$ cat src/rtl/ulpi_gd_pkg.sv
package ulpi_gd_pkg;

   localparam int unsigned DEF_DATA_W       = 8;
   localparam int unsigned DEF_SYNC_STAGES  = 2;
   localparam int unsigned DEF_DIR_HOLD_CYC = 4;

   // output enables for the PHY-driven pads
   typedef struct packed {
      logic dir_oe;
      logic nxt_oe;
      logic data_oe;
   } pad_drv_t;

endpackage

$ cat src/rtl/ulpi_gd_sync.sv
module ulpi_gd_sync #(
   parameter int unsigned STAGES = 2
) (
   input  logic clk_i,
   input  logic arst_n_i,
   input  logic d_i,
   output logic q_o
);
   logic [STAGES-1:0] chain_q;

   generate
      for (genvar s = 0; s < STAGES; s++) begin : g_stage
         if (s == 0) begin : g_first
            always_ff @(posedge clk_i or negedge arst_n_i) begin
               if (!arst_n_i) chain_q[0] <= 1'b0;
               else           chain_q[0] <= d_i;
            end
         end else begin : g_next
            always_ff @(posedge clk_i or negedge arst_n_i) begin
               if (!arst_n_i) chain_q[s] <= 1'b0;
               else           chain_q[s] <= chain_q[s-1];
            end
         end
      end
   endgenerate

   assign q_o = chain_q[STAGES-1];
endmodule

$ cat src/rtl/ulpi_gd_dir_seq.sv
module ulpi_gd_dir_seq #(
   parameter int unsigned SYNC_STAGES  = 2,
   parameter int unsigned DIR_HOLD_CYC = 4
) (
   input  logic clk_i,
   input  logic arst_n_i,
   output logic boot_o
);
   localparam int unsigned CNT_INIT = DIR_HOLD_CYC - SYNC_STAGES;
   localparam int unsigned CNT_W    = (CNT_INIT < 2) ? 1 : $clog2(CNT_INIT + 1);

   logic             ready;
   logic [CNT_W-1:0] hold_cnt_q;

   ulpi_gd_sync #(.STAGES(SYNC_STAGES)) u_rel_sync (
      .clk_i   (clk_i),
      .arst_n_i(arst_n_i),
      .d_i     (1'b1),
      .q_o     (ready)
   );

   always_ff @(posedge clk_i or negedge arst_n_i) begin
      if (!arst_n_i)
         hold_cnt_q <= CNT_W'(CNT_INIT);
      else if (ready && (hold_cnt_q != '0))
         hold_cnt_q <= hold_cnt_q - CNT_W'(1);
   end

   assign boot_o = !ready || (hold_cnt_q != '0);
endmodule

$ cat src/rtl/ulpi_gd_prot.sv
module ulpi_gd_prot #(
   parameter int unsigned DATA_W = 8
) (
   input  logic              clk_i,
   input  logic              rst_n_i,
   input  logic              cfg_we_i,
   input  logic              cfg_wdat_i,
   input  logic              stp_smp_i,
   input  logic              dir_lvl_i,
   input  logic              xfer_en_i,
   input  logic              pd_i,
   output logic              stp_pu_en_o,
   output logic [DATA_W-1:0] data_pd_en_o
);
   logic prot_off_q;
   logic guard_hit;

   always_ff @(posedge clk_i or negedge rst_n_i) begin
      if (!rst_n_i)      prot_off_q <= 1'b0;
      else if (cfg_we_i) prot_off_q <= cfg_wdat_i;
   end

   assign stp_pu_en_o = !pd_i && !prot_off_q;
   assign guard_hit   = stp_pu_en_o && stp_smp_i && !dir_lvl_i && !xfer_en_i;

   generate
      for (genvar b = 0; b < DATA_W; b++) begin : g_lane
         assign data_pd_en_o[b] = guard_hit;
      end
   endgenerate
endmodule

$ cat src/rtl/ulpi_guard_ctrl.sv
module ulpi_guard_ctrl
   import ulpi_gd_pkg::*;
#(
   parameter int unsigned DATA_W       = DEF_DATA_W,
   parameter int unsigned SYNC_STAGES  = DEF_SYNC_STAGES,
   parameter int unsigned DIR_HOLD_CYC = DEF_DIR_HOLD_CYC
) (
   input  logic              clk_i,
   input  logic              rst_n_i,
   input  logic              csel_pd_i,
   input  logic              stp_i,
   input  logic              xfer_en_i,
   input  logic              phy_turn_i,
   input  logic              cfg_we_i,
   input  logic              cfg_wdat_i,
   output logic              dir_o,
   output logic              dir_oe_o,
   output logic              nxt_oe_o,
   output logic              data_oe_o,
   output logic              stp_pu_en_o,
   output logic [DATA_W-1:0] data_pd_en_o,
   output logic              pd_req_o
);
   generate
      if (SYNC_STAGES < 2) begin : g_bad_sync
         $error("ulpi_guard_ctrl: SYNC_STAGES must be at least 2");
      end
      if (DIR_HOLD_CYC < 4 || DIR_HOLD_CYC > 5 || DIR_HOLD_CYC <= SYNC_STAGES) begin : g_bad_hold
         $error("ulpi_guard_ctrl: DIR_HOLD_CYC must be 4 or 5 and exceed SYNC_STAGES");
      end
      if (DATA_W == 0) begin : g_bad_w
         $error("ulpi_guard_ctrl: DATA_W must be non-zero");
      end
   endgenerate

   logic     seq_arst_n;
   logic     boot;
   logic     stp_smp;
   logic     dir_lvl;
   pad_drv_t drv;

   // power-down restarts the start-up sequence exactly like reset
   assign seq_arst_n = rst_n_i && !csel_pd_i;

   ulpi_gd_dir_seq #(
      .SYNC_STAGES (SYNC_STAGES),
      .DIR_HOLD_CYC(DIR_HOLD_CYC)
   ) u_seq (
      .clk_i   (clk_i),
      .arst_n_i(seq_arst_n),
      .boot_o  (boot)
   );

   ulpi_gd_sync #(.STAGES(SYNC_STAGES)) u_stp_sync (
      .clk_i   (clk_i),
      .arst_n_i(seq_arst_n),
      .d_i     (stp_i),
      .q_o     (stp_smp)
   );

   assign dir_lvl = boot || phy_turn_i;

   always_comb begin
      drv.dir_oe  = !csel_pd_i;
      drv.nxt_oe  = !csel_pd_i;
      drv.data_oe = !csel_pd_i && !boot && phy_turn_i;
   end

   ulpi_gd_prot #(.DATA_W(DATA_W)) u_prot (
      .clk_i       (clk_i),
      .rst_n_i     (rst_n_i),
      .cfg_we_i    (cfg_we_i),
      .cfg_wdat_i  (cfg_wdat_i),
      .stp_smp_i   (stp_smp),
      .dir_lvl_i   (dir_lvl),
      .xfer_en_i   (xfer_en_i),
      .pd_i        (csel_pd_i),
      .stp_pu_en_o (stp_pu_en_o),
      .data_pd_en_o(data_pd_en_o)
   );

   assign dir_o     = dir_lvl && !csel_pd_i;
   assign dir_oe_o  = drv.dir_oe;
   assign nxt_oe_o  = drv.nxt_oe;
   assign data_oe_o = drv.data_oe;
   assign pd_req_o  = csel_pd_i;
endmodule

$ cat config.mk
export PLATFORM = sky130hd
export DESIGN_NAME = ulpi_guard_ctrl
export DESIGN_NICKNAME = d
export VERILOG_FILES = /design/src/rtl/ulpi_gd_pkg.sv /design/src/rtl/ulpi_gd_sync.sv /design/src/rtl/ulpi_gd_dir_seq.sv /design/src/rtl/ulpi_gd_prot.sv /design/src/rtl/ulpi_guard_ctrl.sv
export SDC_FILE = /design/constraint.sdc
export NUM_CORES = 1
export LEC_CHECK = 0
export BUFFER_PORTS_ARGS = -buffer_cell sky130_fd_sc_hd__clkbuf_2
export CAP_MARGIN = 25
export CORE_AREA = 5 5 42 44
export DETAILED_ROUTE_END_ITERATION = 6
export DIE_AREA = 0 0 47 49
export GPL_TIMING_DRIVEN = 1
export HOLD_SLACK_MARGIN = 0.15
export MAX_ROUTING_LAYER = met4
export PLACE_DENSITY = 0.6
export SLEW_MARGIN = 20
export SYNTH_ARGS = -nofsm -noshare
export SYNTH_HDL_FRONTEND = slang
export SYNTH_SLANG_ARGS = --single-unit
export TNS_END_PERCENT = 20
$ cat constraint.sdc
create_clock -name clk_i -period 2.3 [get_ports clk_i]
set_input_delay 0.46 -clock clk_i [delete_from_list [all_inputs] [get_ports clk_i]]
set_output_delay 0.46 -clock clk_i [all_outputs]
set_load 0.01 [all_outputs]
==> run metrics <==
status completed; syn avg cell area 10.8 um2; total CTS buffers 3; r2r worst-path depth 4; ranking of synthesized cells by area dfrtp_1 (41%), buf_4 (20%), dfstp_2 (7.2%), inv_1 (4.1%), ha_1 (3.4%); DRT Pass-1 Iters 4; switch share 22.1%; # IOs 22; pwr dens 592 nW/um2; total gr overflow 0; largest net degree at the start of global routing 9; Worst Setup End Kind primary output; RR Endpoint u_seq.hold_cnt_q[0]; commonest non-fill, non-tap cell in the layout clkbuf_2; CP startpoint u_prot.prot_off_q; Final Net Count 60; Worst-path clk slew roughly 50 ps; worst endpoint required time 1840 ps; Synth top area share 41.0%; Ys Warns 0; area grow syn2layout 23.5%; Critical-path top delay cell or4b_1; worst-path fanout max 8; flop-to-flop setup slack 1110 ps; Initial Util 26.2%; CTS sink cnt 7; Fin. Hold Viols 0; Worst Clk Skew 0.762 ps; vias in the first global route about 220; Comb power frac 10.9%; Core Area 1400 um2; Final setup viols 0; register area share after synthesis 48.1%; final WL 567 um; GPL Wtd Cong 0.670; CTS H-tree lvls 1; Vias/cell 3.77; area leader, netlist dfrtp_1; Mapped Area 367 um2; DRC errors left 0; FF-to-FF Start u_seq.hold_cnt_q[1]; die span in x 47 um; critical path class flop to primary output; CP Cell Sequence or4b_1 -> nor3_2 -> clkbuf_2; layout cell share with drive strength beyond 1 56.0%; worst min path class input port to async pin; clock power share 40.3%; global-route usage over all layers 5.39%; Power Internal between 0.2 and 0.25 mW; num rows 14; setup ws final approximately 170 ps; Longest Clk Path Bufs 2; peak supply drop 0.210 mV; first-pass GRT wire length 848 um; Worst Setup Start Kind flop; crit path time final 2130 ps; Post-Syn Nets 43; die height 49 um; DP Worst Slack approximately 160 ps; Seq cells post-synth 7; average wire per standard cell 8.59 um; Max Slew Vio Count 0; arrival time at the worst endpoint about 1700 ps; Setup Fix Bufs, Post-CTS 0; switching pwr 0.0591 mW; Final period util 92.7%; post-synth cell types 17; setup TNS 0 ps; antenna-violating nets left 0; Mapped Cells 34; ant diodes 0; via count 249; CP Capture Point data_pd_en_o[2]; Reg power frac 48.8%; P_leak 0.254 nW; hpwl dp 478 um; PortBufs 21; CTS tree built; Root Buffer clkbuf_4; Skew-Pair Late Insertion Delay 240 ps; maximum clock frequency between 0.4 and 0.5 GHz; die area 2300 um2; drt initial violations 2; Largest stage delay, worst path 520 ps; post-CTS sizing 0; max cap viols 0; most frequent cells in the layout clkbuf_2 (21), dfrtp_1 (6), inv_1 (4), clkbuf_4 (3); initial antenna violation count 0; RSZ-0062 raised after global routing false
-- routing by layer --
metal | up-vias | wire length, um | track usage, % | part of all wire, %
li1 | 129 | - | - | -
met1 | 107 | 191 | 5.42 | 34
met2 | 13 | 310 | 7.92 | 55
met3 | 0 | 66 | 2.21 | 12
met4 | 0 | 0 | 4.15 | 0
met5 | - | 0 | - | 0
-- cell usage after synthesis --
library cell and instances:
and2b_2 1, or4b_1 1, mux2_2 1, inv_1 4, buf_4 10, dfrtp_1 6, ha_1 1, nand2_1 1
a31oi_1 1, dfstp_2 1, nor3_2 1, nor3_1 1, nand2b_1 1, nor2_1 1, xnor2_1 1, conb_1 1
mux2i_1 1
-- worst min-delay path by stage --
stage               startpoint                          end  slack, ps  cells past startpoint
floorplan              rst_n_i            u_prot.prot_off_q        160                      0
global placement       rst_n_i            u_prot.prot_off_q        240                      1
detailed placement     rst_n_i            u_prot.prot_off_q        240                      1
CTS                  csel_pd_i               u_stp_sync.q_o        290                      2
global route         csel_pd_i  u_seq.u_rel_sync.chain_q[0]        300                      2
finish               csel_pd_i        u_stp_sync.chain_q[0]        290                      2
-- sequential cells by signal, indices dropped and copies added (netlist names) --
register / cells
u_seq.hold_cnt_q: 2
u_stp_sync.chain_q: 1
u_seq.u_rel_sync.q_o: 1
u_prot.prot_off_q: 1
u_stp_sync.q_o: 1
u_seq.u_rel_sync.chain_q: 1
-- logic make-up (layout without fill, tap and decap cells) --
logic type / Yosys count / count (layout) / synth area share [%]
AO/OA/AOI/OAI: 1 / 1 / 1.71
adder cells (fa/ha/maj): 1 / 1 / 3.41
flip-flops: 7 / 7 / 48.1
buffers and inverters: 14 / 30 / 24.6
XOR/XNOR: 1 / 1 / 2.39
AND/OR/NAND/NOR: 7 / 7 / 13.0
multiplexers: 2 / 2 / 5.80
other: 1 / 1 / 1.02
-- power by group through the flow --
stage	Sequential, mW	Combinational (mW)	Clock, mW
floorplan	0.133	0.0178	0
global placement	0.133	0.0285	0
detailed placement	0.133	0.0285	0
CTS	0.131	0.0299	0.113
global route	0.131	0.0324	0.120
finish	0.131	0.0292	0.108
-- cell type report --
class	instances	area (um2)
Multi-Input combinational cell	13	100
Clock buffer	4	26.3
Sequential cell	7	176
Fill cell	157	948
Tap cell	16	20.0
Inverter	4	15.0
Timing Repair Buffer	22	115
-- metrics by stage --
step	std cells	hold slack [ps]	cell area, um2	power [mW]	utilization, %
finish	66	288	453	0.268	32.3
detailed placement	61	243	417	0.162	29.7
floorplan	34	164	367	0.150	-
CTS	66	291	453	0.274	32.3
global route	66	305	453	0.284	32.3
global placement	61	245	417	0.162	29.7
-- worst max-delay path: cells and delay by family, from the launching register on --
kind          cells  cell delay (ps)
flops             1              380
buf+inv           1              210
simple gates      2              840
-- repair_timing --
| item | 4_1_cts | 5_1_grt |
|---|---|---|
| setup endpoints to repair | 0 | 0 |
| hold buffers | 1 | 0 |
| hold endpoints to repair | 1 | 0 |
Note: power is estimated with default switching activity, not from simulation.
